[config.mk]
export PLATFORM = sky130hd
export DESIGN_NAME = mgmt_phy_front
export DESIGN_NICKNAME = d
export VERILOG_FILES = /design/src/rtl/mgmt_phy_pkg.sv /design/src/rtl/mgmt_phy_regs.sv /design/src/rtl/mgmt_host_regs.sv /design/src/rtl/mgmt_phy_front.sv
export SDC_FILE = /design/constraint.sdc
export NUM_CORES = 1
export LEC_CHECK = 0
export ABC_AREA = 1
export BUFFER_PORTS_ARGS = -buffer_cell sky130_fd_sc_hd__buf_4
export CAP_MARGIN = 20
export CORE_ASPECT_RATIO = 0.7
export CORE_UTILIZATION = 65
export CTS_CLUSTER_SIZE = 25
export DETAILED_ROUTE_END_ITERATION = 8
export GPL_ROUTABILITY_DRIVEN = 0
export HOLD_SLACK_MARGIN = 0.03
export PLACE_DENSITY = 0.86
export SETUP_SLACK_MARGIN = 0.5
export SYNTH_ARGS = -nofsm -noshare
export SYNTH_HDL_FRONTEND = slang
export SYNTH_SLANG_ARGS = --single-unit
export TNS_END_PERCENT = 50
[constraint.sdc]
create_clock -name clk -period 5.59 [get_ports clk]
set_input_delay 0.2795 -clock clk [delete_from_list [all_inputs] [get_ports clk]]
set_output_delay 0.2795 -clock clk [all_outputs]
set_load 0.02 [all_outputs]
[src/rtl/mgmt_phy_pkg.sv]
package mgmt_phy_pkg;

  localparam int unsigned REG_IDX_W = 5;
  localparam int unsigned PHY_ADR_W = 5;

  localparam int IDX_CTRL = 0;
  localparam int IDX_STAT = 1;
  localparam int IDX_ID_HI = 2;
  localparam int IDX_ID_LO = 3;
  localparam int IDX_ADV = 4;
  localparam int IDX_LPA = 5;

  localparam logic [15:0] STAT_LINK_BIT = 16'h0004;
  localparam logic [15:0] LPA_UP_OR = 16'h01E1;
  localparam logic [15:0] LPA_DN_AND = 16'h01FF;

  typedef enum logic [2:0] {
    SEL_ADDR  = 3'd0,
    SEL_CMD   = 3'd1,
    SEL_WDATA = 3'd2,
    SEL_RDATA = 3'd3,
    SEL_STAT  = 3'd4
  } host_sel_e;

  function automatic logic [15:0] reset_value(input int unsigned idx);
    case (idx)
      0: reset_value = 16'h1000;
      1: reset_value = 16'h7848;
      2: reset_value = 16'h2000;
      3: reset_value = 16'h5C90;
      4: reset_value = 16'h01E1;
      default: reset_value = 16'h0000;
    endcase
  endfunction

endpackage

[src/rtl/mgmt_phy_regs.sv]
module mgmt_phy_regs
  import mgmt_phy_pkg::*;
#(
  parameter int unsigned NREGS = 16,
  parameter int unsigned DW = 16
) (
  input  logic                 clk,
  input  logic                 rst_n,
  input  logic                 link_up,
  input  logic                 wr_req,
  input  logic [REG_IDX_W-1:0] wr_idx,
  input  logic [DW-1:0]        wr_data,
  input  logic [REG_IDX_W-1:0] rd_idx,
  output logic [DW-1:0]        rd_data,
  output logic                 link_chg
);

  localparam int unsigned SW = $clog2(NREGS);

  logic [DW-1:0] regs_q [NREGS];
  logic [DW-1:0] regs_d [NREGS];
  logic [NREGS-1:0] reg_en;
  logic link_q;
  logic wr_in_rng, rd_in_rng, soft_rst, wr_ro;

  assign link_chg  = (link_up != link_q);
  assign wr_in_rng = ((wr_idx >> SW) == '0);
  assign rd_in_rng = ((rd_idx >> SW) == '0);
  assign soft_rst  = wr_req && wr_in_rng && (wr_idx == REG_IDX_W'(IDX_CTRL)) && wr_data[15];
  assign wr_ro     = (wr_idx == REG_IDX_W'(IDX_STAT)) || (wr_idx == REG_IDX_W'(IDX_ID_HI)) ||
                     (wr_idx == REG_IDX_W'(IDX_ID_LO));

  always_comb begin
    for (int i = 0; i < NREGS; i++) regs_d[i] = regs_q[i];
    if (link_chg) begin
      if (link_up) begin
        regs_d[IDX_STAT] = regs_d[IDX_STAT] | STAT_LINK_BIT;
        regs_d[IDX_LPA]  = regs_d[IDX_LPA] | LPA_UP_OR;
      end else begin
        regs_d[IDX_STAT] = regs_d[IDX_STAT] & ~STAT_LINK_BIT;
        regs_d[IDX_LPA]  = regs_d[IDX_LPA] & LPA_DN_AND;
      end
    end
    if (soft_rst) begin
      for (int i = 0; i < NREGS; i++) regs_d[i] = reset_value(i);
      if (link_up) begin
        regs_d[IDX_STAT] = regs_d[IDX_STAT] | STAT_LINK_BIT;
        regs_d[IDX_LPA]  = regs_d[IDX_LPA] | LPA_UP_OR;
      end else begin
        regs_d[IDX_STAT] = regs_d[IDX_STAT] & ~STAT_LINK_BIT;
        regs_d[IDX_LPA]  = regs_d[IDX_LPA] & LPA_DN_AND;
      end
    end else if (wr_req && wr_in_rng && !wr_ro) begin
      regs_d[wr_idx[SW-1:0]] = wr_data;
    end
  end

  // Read path looks through the next state so a combined write+read sees the new word
  assign rd_data = rd_in_rng ? regs_d[rd_idx[SW-1:0]] : '0;

  generate
    for (genvar g = 0; g < NREGS; g++) begin : g_reg
      assign reg_en[g] = (regs_d[g] != regs_q[g]);
      always_ff @(posedge clk or negedge rst_n) begin
        if (!rst_n) regs_q[g] <= reset_value(g);
        else if (reg_en[g]) regs_q[g] <= regs_d[g];
      end
    end
  endgenerate

  always_ff @(posedge clk or negedge rst_n) begin
    if (!rst_n) link_q <= 1'b0;
    else if (link_chg) link_q <= link_up;
  end

endmodule

[src/rtl/mgmt_host_regs.sv]
module mgmt_host_regs
  import mgmt_phy_pkg::*;
#(
  parameter int unsigned DW = 16,
  parameter logic [PHY_ADR_W-1:0] PHY_ADDR = 5'd1
) (
  input  logic                 clk,
  input  logic                 rst_n,
  input  logic                 link_up,
  input  logic                 link_chg,
  input  logic                 host_we,
  input  logic [2:0]           host_sel,
  input  logic [31:0]          host_wdata,
  input  logic [DW-1:0]        phy_rd_data,
  output logic                 phy_wr_req,
  output logic [REG_IDX_W-1:0] phy_idx,
  output logic [DW-1:0]        phy_wr_data,
  output logic [PHY_ADR_W-1:0] addr_phy,
  output logic [REG_IDX_W-1:0] addr_reg,
  output logic [2:0]           cmd_q,
  output logic [DW-1:0]        wdata_q,
  output logic [DW-1:0]        rdata_q,
  output logic                 lfail_q
);

  logic sel_addr, sel_cmd, sel_wd, phy_hit, rd_cmd;
  logic en_lf;
  logic [DW-1:0] rdata_d;
  logic unused_hi;

  assign unused_hi = ^host_wdata[31:16];

  assign sel_addr = host_we && (host_sel == SEL_ADDR);
  assign sel_cmd  = host_we && (host_sel == SEL_CMD);
  assign sel_wd   = host_we && (host_sel == SEL_WDATA);
  assign phy_hit  = (addr_phy == PHY_ADDR);
  assign rd_cmd   = sel_cmd && host_wdata[1];

  assign phy_wr_req  = phy_hit && ((sel_cmd && host_wdata[2]) || sel_wd);
  assign phy_wr_data = sel_wd ? host_wdata[DW-1:0] : wdata_q;
  assign phy_idx     = addr_reg;

  assign rdata_d = phy_hit ? phy_rd_data : '1;
  assign en_lf   = rd_cmd || (cmd_q[0] && link_chg);

  always_ff @(posedge clk or negedge rst_n) begin
    if (!rst_n) begin
      addr_phy <= '0;
      addr_reg <= '0;
    end else if (sel_addr) begin
      addr_phy <= host_wdata[PHY_ADR_W-1:0];
      addr_reg <= host_wdata[8 +: REG_IDX_W];
    end
  end

  always_ff @(posedge clk or negedge rst_n) begin
    if (!rst_n) cmd_q <= '0;
    else if (sel_cmd) cmd_q <= host_wdata[2:0];
  end

  always_ff @(posedge clk or negedge rst_n) begin
    if (!rst_n) wdata_q <= '0;
    else if (sel_wd) wdata_q <= host_wdata[DW-1:0];
  end

  always_ff @(posedge clk or negedge rst_n) begin
    if (!rst_n) rdata_q <= '0;
    else if (rd_cmd) rdata_q <= rdata_d;
  end

  always_ff @(posedge clk or negedge rst_n) begin
    if (!rst_n) lfail_q <= 1'b0;
    else if (en_lf) lfail_q <= !link_up;
  end

endmodule

[src/rtl/mgmt_phy_front.sv]
module mgmt_phy_front
  import mgmt_phy_pkg::*;
#(
  parameter int unsigned NREGS = 16,
  parameter int unsigned DW = 16,
  parameter logic [4:0] PHY_ADDR = 5'd1
) (
  input  logic        clk,
  input  logic        rst_n,
  input  logic        link_up,
  input  logic        host_we,
  input  logic [2:0]  host_sel,
  input  logic [31:0] host_wdata,
  output logic [31:0] host_rdata
);

  logic                 phy_wr_req;
  logic [REG_IDX_W-1:0] phy_idx;
  logic [DW-1:0]        phy_wr_data;
  logic [DW-1:0]        phy_rd_data;
  logic                 link_chg;
  logic [PHY_ADR_W-1:0] addr_phy;
  logic [REG_IDX_W-1:0] addr_reg;
  logic [2:0]           cmd_q;
  logic [DW-1:0]        wdata_q;
  logic [DW-1:0]        rdata_q;
  logic                 lfail_q;

  mgmt_phy_regs #(.NREGS(NREGS), .DW(DW)) u_regs (
    .clk     (clk),
    .rst_n   (rst_n),
    .link_up (link_up),
    .wr_req  (phy_wr_req),
    .wr_idx  (phy_idx),
    .wr_data (phy_wr_data),
    .rd_idx  (phy_idx),
    .rd_data (phy_rd_data),
    .link_chg(link_chg)
  );

  mgmt_host_regs #(.DW(DW), .PHY_ADDR(PHY_ADDR)) u_host (
    .clk        (clk),
    .rst_n      (rst_n),
    .link_up    (link_up),
    .link_chg   (link_chg),
    .host_we    (host_we),
    .host_sel   (host_sel),
    .host_wdata (host_wdata),
    .phy_rd_data(phy_rd_data),
    .phy_wr_req (phy_wr_req),
    .phy_idx    (phy_idx),
    .phy_wr_data(phy_wr_data),
    .addr_phy   (addr_phy),
    .addr_reg   (addr_reg),
    .cmd_q      (cmd_q),
    .wdata_q    (wdata_q),
    .rdata_q    (rdata_q),
    .lfail_q    (lfail_q)
  );

  always_comb begin
    case (host_sel)
      SEL_ADDR:  host_rdata = {19'b0, addr_reg, 3'b0, addr_phy};
      SEL_CMD:   host_rdata = {29'b0, cmd_q};
      SEL_WDATA: host_rdata = 32'(wdata_q);
      SEL_RDATA: host_rdata = 32'(rdata_q);
      SEL_STAT:  host_rdata = {31'b0, lfail_q};
      default:   host_rdata = '0;
    endcase
  end

endmodule

==> results of run 1 <==
-- layout by cell type, fill, tap and decap left out, drive strengths merged, types with 43 or more instances in the layout --
| cell type | instances |
|---|---|
| a21oi | 64 |
| buf | 65 |
| dfrtp | 284 |
| inv | 469 |
| nand2 | 635 |
| nand3 | 137 |
| nor2 | 153 |
| o211ai | 74 |
| o21ai | 100 |
| or2 | 43 |
-- final cells by class --
type / instances / area (µm²)
clock buffer: 37 / 848
sequential: 303 / 7610
fill: 1757 / 6270
clock inverter: 19 / 262
inverter: 472 / 1770
multi-input combinational: 1286 / 6020
tap: 318 / 398
timing repair buffer: 75 / 644
-- critical path, stage by stage, from the launching register on --
cell and delay, ns:
dfrtp_1 0.70, inv_2 0.24, nand2_2 0.33, nor2_4 0.10
nand3_2 0.29, inv_2 0.25, nand2_4 0.53, buf_4 0.49
nand3_1 0.19, nand2_1 0.09, nand2_1 0.06, o21ai_1 0.35
nand2_1 0.17, nor2_1 0.18, nor2_1 0.06, nor2_1 0.08
-- synth_stat cells, drive strengths merged --
cell | number | share of area
o2111ai | 2 | 0.0011
o21ai | 100 | 0.033
o21a | 2 | 0.00094
dfstp | 19 | 0.031
o221ai | 7 | 0.0039
a21boi | 6 | 0.0028
clkinv | 4 | 0.00094
nand2 | 635 | 0.15
conb | 1 | 0.00024
nor3 | 2 | 0.0013
or2 | 43 | 0.017
a21oi | 64 | 0.020
mux2 | 2 | 0.0014
clkbuf | 31 | 0.0073
o211ai | 74 | 0.035
dfrtp | 284 | 0.45
nand3b | 1 | 0.00047
inv | 468 | 0.11
xnor2 | 1 | 0.00055
o21bai | 6 | 0.0028
nand3 | 137 | 0.044
buf | 85 | 0.030
and2 | 5 | 0.0020
a211oi | 2 | 0.00094
o22ai | 8 | 0.0031
nand4 | 19 | 0.011
nor2 | 153 | 0.039
a221oi | 1 | 0.00055
-- per-layer routing --
layer	vias to the layer above	routed length, µm
met1	6786	18400
met5	-	0
met2	1053	19800
met3	199	7860
li1	6537	-
met4	0	2310
-- through the flow --
stage	area, µm²	hold WS (ns)	worst slack (ns)
6_report	17500	0.0482	1.36
3_3_place_gp	16300	0.304	1.69
2_1_floorplan	16000	-0.0161	3.52
4_1_cts	17500	0.0351	1.61
5_1_grt	17500	0.0528	1.25
3_5_place_dp	16300	0.302	1.67
-- power by group --
group	total (W)	internal, W	switching, W	leakage [nW]
Combinational	0.000935	0.000199	0.000736	6.17
Sequential	0.00232	0.00227	0.0000570	3.12
Clock	0.00226	0.00136	0.000906	0.548
-- worst min path at each step --
stage | endpoint | slack (ns) | depth (start not counted)
after detailed placement | u_regs.regs_q[178] | 0.30 | 1
after floorplan | u_host.addr_phy[0] | -0.02 | 0
after global routing | u_host.addr_reg[2] | 0.05 | 3
final | u_host.addr_reg[2] | 0.05 | 3
after global placement | u_regs.regs_q[178] | 0.30 | 1
after CTS | u_host.addr_reg[3] | 0.04 | 3
-- logic make-up after synthesis --
family / after synthesis
buf+inv: 588
flops: 303
simple gates: 995
xor+xnor: 1
compound gates: 272
mux: 2
other cells: 1
==> flow_summary.yaml, run 1 <==
die:
  start_util: 0.668
  design.die.area_mm2: 0.0251
  die_height_um: 133
  fp.dieW_um: 189
  core_mm2: 0.0238
  std_cell_rows: 47
  io_pins: 71
timing:
  setup_viol: 0
  max_freq_ghz: 0.236
  max_slew_margin: 0.225
  setup_tns_ns: 0
  fin_skew_ns: 0.0257
  layout_min_cycle_time_ns: 4.23
  slew_viol_final: 0
  period_share: 0.757
  rsz0062_at_grt: "no"
  finalHoldViolCount: 0
  worst_slew_pin_slew_ns: 1.15
cells_and_area:
  final_util: 0.737
  insertedDiodeCount: 0
  largest-register: "u_regs.regs_q"
  reg_top3: "u_regs.regs_q (256), u_host.rdata_q (16), u_host.wdata_q (16)"
  finalNonFillerCells: 2510
  nNetsFinal: 2207
  area_growth_pct: 10.3
  final_layout_size_suffix_gt1_frac: 0.108
  largest_register_ffs: 256
power:
  p_per_area_mw_per_mm2: 315
  p_total_w: 0.00552
  leakage_nw: 9.84
  irDropWorstVdd_mv: 0.309
yosys:
  synth-seq-cells: 303
  yosys.area_share.simple: 0.266
  synth_seq_area_share: 0.478
  synth_fa_ha_area_frac: 0
  netlist_area_mm2: 0.0159
  synth_cell_types: 45
  synthMuxAreaShare: 0.00142
  netlist_instances: 2162
  synth_compound_area_frac: 0.105
  postSynthAreaPerCell_um2: 7.36
  yosys_warnings: 0
  synth_xor_area_frac: 0.000551
  synth_top_family_by_area: "simple AND/OR/NAND/NOR gates"
placed_design:
  place_inst: 2442
  place_hpwl_um: 31000
  port-buffer-count: 38
clock_tree:
  clock_latency_ns: 0.58
  cts_max_path_buffers: 3
  cts-resized-gates: 0
  postCtsHoldBufs: 10
  cts_buffers: 30
  cts_setup_buffers: 0
  cts_root_buf: "clkbuf_16"
  htree_levels: 1
  clock_sinks: 303
  cts_tree: "built"
  cts.reportedPaths.clkPinSlew_ns: 0.07
worst_setup_path:
  path_class: "flip-flop to flip-flop"
  startpoint: "u_host.addr_reg[0]"
  timing.rr.start: "u_host.addr_reg[0]"
  crit_fanout: 47
  ff2ff_path_depth: 15
  arrival_ns: 4.75
  cp.required_ns: 6.11
  r2r_setup_slack_ns: 1.36
  critPathLaunchType: "flip-flop"
  critPathCaptureType: "flip-flop"
  endpoint: "u_host.rdata_q[6]"
  r2r-end: "u_host.rdata_q[6]"
global_routing:
  grt_pass1_vias: 13700
  grt_busiest_layer: "met2"
  grt_pass1_wl_um: 75100
  grt_max_degree: 142
  grt_use_met1: 0.541
  grt_antenna_before_repair: 1
  grt-ovfl-total: 0
  use_met2: 0.554
  grt_usage: 0.394
  grtUsageMet3: 0.154
drt:
  drc: 0
  via_count: 14600
  drt-total-wl_um: 48500
  first_pass_iters: 8
  ant_nets: 0
  drtIter0Drc: 1954
  viasPerCell: 5.81
  wl_per_cell_um: 19.3
hold_path:
  min_from: "host_wdata[10]"
  hp-class: "input port to flip-flop"
run:
  max_cap_violations: 0
outcome:
  status: "finished, final reports clean"
(Power assumes the default switching activity.)
==> inputs of run 2 (changes only) <==
--- a/config.mk
+++ b/config.mk
@@ -9,12 +9,12 @@
 export BUFFER_PORTS_ARGS = -buffer_cell sky130_fd_sc_hd__buf_4
 export CAP_MARGIN = 20
 export CORE_ASPECT_RATIO = 0.7
-export CORE_UTILIZATION = 65
+export CORE_UTILIZATION = 56
 export CTS_CLUSTER_SIZE = 25
 export DETAILED_ROUTE_END_ITERATION = 8
 export GPL_ROUTABILITY_DRIVEN = 0
 export HOLD_SLACK_MARGIN = 0.03
-export PLACE_DENSITY = 0.86
+export PLACE_DENSITY = 0.78
 export SETUP_SLACK_MARGIN = 0.5
 export SYNTH_ARGS = -nofsm -noshare
 export SYNTH_HDL_FRONTEND = slang
==> constraint.sdc (replaced) <==
create_clock -name clk -period 3.63 [get_ports clk]
set_input_delay 0.1815 -clock clk [delete_from_list [all_inputs] [get_ports clk]]
set_output_delay 0.1815 -clock clk [all_outputs]
set_load 0.02 [all_outputs]
==> flow_summary.yaml, run 2 (same netlist as run 1, synthesis figures left out) <==
worst_setup_path:
  cp_common_cell: "nor2_1"
  critPathLaunchType: "flip-flop"
  slowest_stage: "dfrtp_1"
  crit_chain: "nand2_2, nor2_1, nand4_2, clkinv_2, nor2_1, or2_1, nand2_1, nand3_1, nor2_1, nand3_1, a21oi_1"
  critPathCaptureType: "flip-flop"
  max_stage_delay_ns: 0.51
  crit_fanout: 11
  cp.buffers_inverters: 1
  arrival_ns: 3.59
  path_class: "flip-flop to flip-flop"
  crit_family: "simple AND/OR/NAND/NOR gates"
  cp.required_ns: 4.14
hold_path:
  hp-class: "input port to flip-flop"
timing:
  holdWs_ns: 0.0722
  setup_viol: 0
  rsz0062_at_grt: "yes"
  fin_skew_ns: 0.0104
  setup_tns_ns: 0
  period_share: 0.851
  max_slew_margin: 0.376
  finalHoldViolCount: 0
  slew_viol_final: 0
  worst_slew_pin_slew_ns: 0.930
  layout_min_cycle_time_ns: 3.09
  max_freq_ghz: 0.324
power:
  comb_power_share: 0.185
  p_per_area_mw_per_mm2: 465
  irDropWorstVdd_mv: 0.378
  seqPwrFrac: 0.427
  p_int_w: 0.00576
  leakage_nw: 9.99
  switching_share: 0.308
  power_switching_w: 0.00256
  clockPowerShare: 0.388
  p_total_w: 0.00832
clock_tree:
  clock_latency_ns: 0.58
  cts.reportedPaths.clkPinSlew_ns: 0.06
  cts_buffers: 30
  htree_levels: 1
  cts_tree: "built"
  cts_root_buf: "clkbuf_16"
  clock_sinks: 303
  cts_max_path_buffers: 3
drt:
  via_count: 14500
  first_pass_iters: 8
  ant_nets: 0
  drc: 0
  viasPerCell: 5.56
  drtIter0Drc: 1931
  drt-total-wl_um: 48700
  wl_per_cell_um: 18.7
die:
  core_mm2: 0.0279
  design.die.area_mm2: 0.0291
  start_util: 0.571
  die_height_um: 143
  io_pins: 71
  std_cell_rows: 51
  fp.dieW_um: 203
outcome:
  status: "finished, final reports clean"
cells_and_area:
  final_util: 0.641
  insertedDiodeCount: 0
  reg_top3: "u_regs.regs_q (256), u_host.rdata_q (16), u_host.wdata_q (16)"
  largest-register: "u_regs.regs_q"
  area_growth_pct: 12.4
  finalNonFillerCells: 2605
  final_cell_mix: "625 x nand2_1, 451 x inv_1, 284 x dfrtp_1"
  layout_commonest_cell: "nand2_1"
  largest_register_ffs: 256
  final_layout_size_suffix_gt1_frac: 0.118
  nFillCells: 2317
  nNetsFinal: 2249
global_routing:
  grt_pass1_vias: 13500
  grt_antenna_before_repair: 0
  grt_usage: 0.341
  grt_max_degree: 88
  grt_pass1_wl_um: 75100
  grt-ovfl-total: 0
placed_design:
  port-buffer-count: 38
  place_inst: 2531
  place_hpwl_um: 32200
run:
  max_cap_violations: 0
==> run 2: cell types whose count changed in the layout (fill, tap and decap cells not counted), moves of 4 or more <==
cell,change
buf_4,+35
clkbuf_1,+11
buf_12,+5
dlygate4sd3_1,+4
o21ai_1,+4
==> run 2: power groups by stage <==
stage / Combinational, W / Sequential (W) / Clock [W]
6_report: 0.00154 / 0.00355 / 0.00323
5_1_grt: 0.00161 / 0.00356 / 0.00340
4_1_cts: 0.00146 / 0.00355 / 0.00326
3_5_place_dp: 0.00144 / 0.00361 / 0
3_3_place_gp: 0.00141 / 0.00360 / 0
2_1_floorplan: 0.000788 / 0.00359 / 0
==> run 2: timing repair <==
item / in CTS / in global routing
setup endpoints to repair: 0 / 13
gates resized for setup: 0 / 8
setup buffers: 0 / 3
hold buffers: 14 / 0
hold endpoints to repair: 96 / 0
==> run 2: per-layer routing <==
metal | GRT usage | share of wire
met5 | 0 | 0
met4 | 0.121 | 0.036
met1 | 0.481 | 0.41
met2 | 0.492 | 0.41
met3 | 0.111 | 0.15
==> run 2: worst paths after layout <==
kind                                    start            endpoint  slack [ns]  cells after the start
max reg2reg                u_host.addr_reg[2]  u_host.rdata_q[13]        0.54                     11
max                        u_host.addr_reg[2]  u_host.rdata_q[13]        0.54                     11
min reg2reg                u_regs.regs_q[204]  u_regs.regs_q[204]        0.46                      2
min in group asynchronous               rst_n  u_regs.regs_q[194]        0.18                      2
max in group asynchronous               rst_n   u_host.rdata_q[7]        2.33                      3
min                               host_sel[0]     u_host.cmd_q[2]        0.07                      3
==> run 2: cell type report <==
type / count / area, µm² / share of cell area
clock buffer: 49 / 903 / 0.0505
clock inverter: 7 / 110 / 0.00616
inverter: 472 / 1780 / 0.0996
multi-input combinational: 1286 / 6010 / 0.336
sequential: 303 / 7610 / 0.425
tap: 371 / 464 / 0.0259
timing repair buffer: 117 / 1010 / 0.0564
==> run 2: worst reg2reg max path: stages (launching register included) <==
cell      delay, ns
dfrtp_1        0.51
nand2_2        0.34
nor2_1         0.30
nand4_2        0.42
clkinv_2       0.37
nor2_1         0.06
or2_1          0.25
nand2_1        0.07
nand3_1        0.07
nor2_1         0.15
nand3_1        0.27
a21oi_1        0.21
==> run 2: metrics by stage <==
step                instance area [µm²]  setup slack [ns]
floorplan                         16000              1.56
global placement                  16700             0.492
detailed placement                16700             0.431
CTS                               17800             0.505
global route                      17900             0.450
finish                            17900             0.541
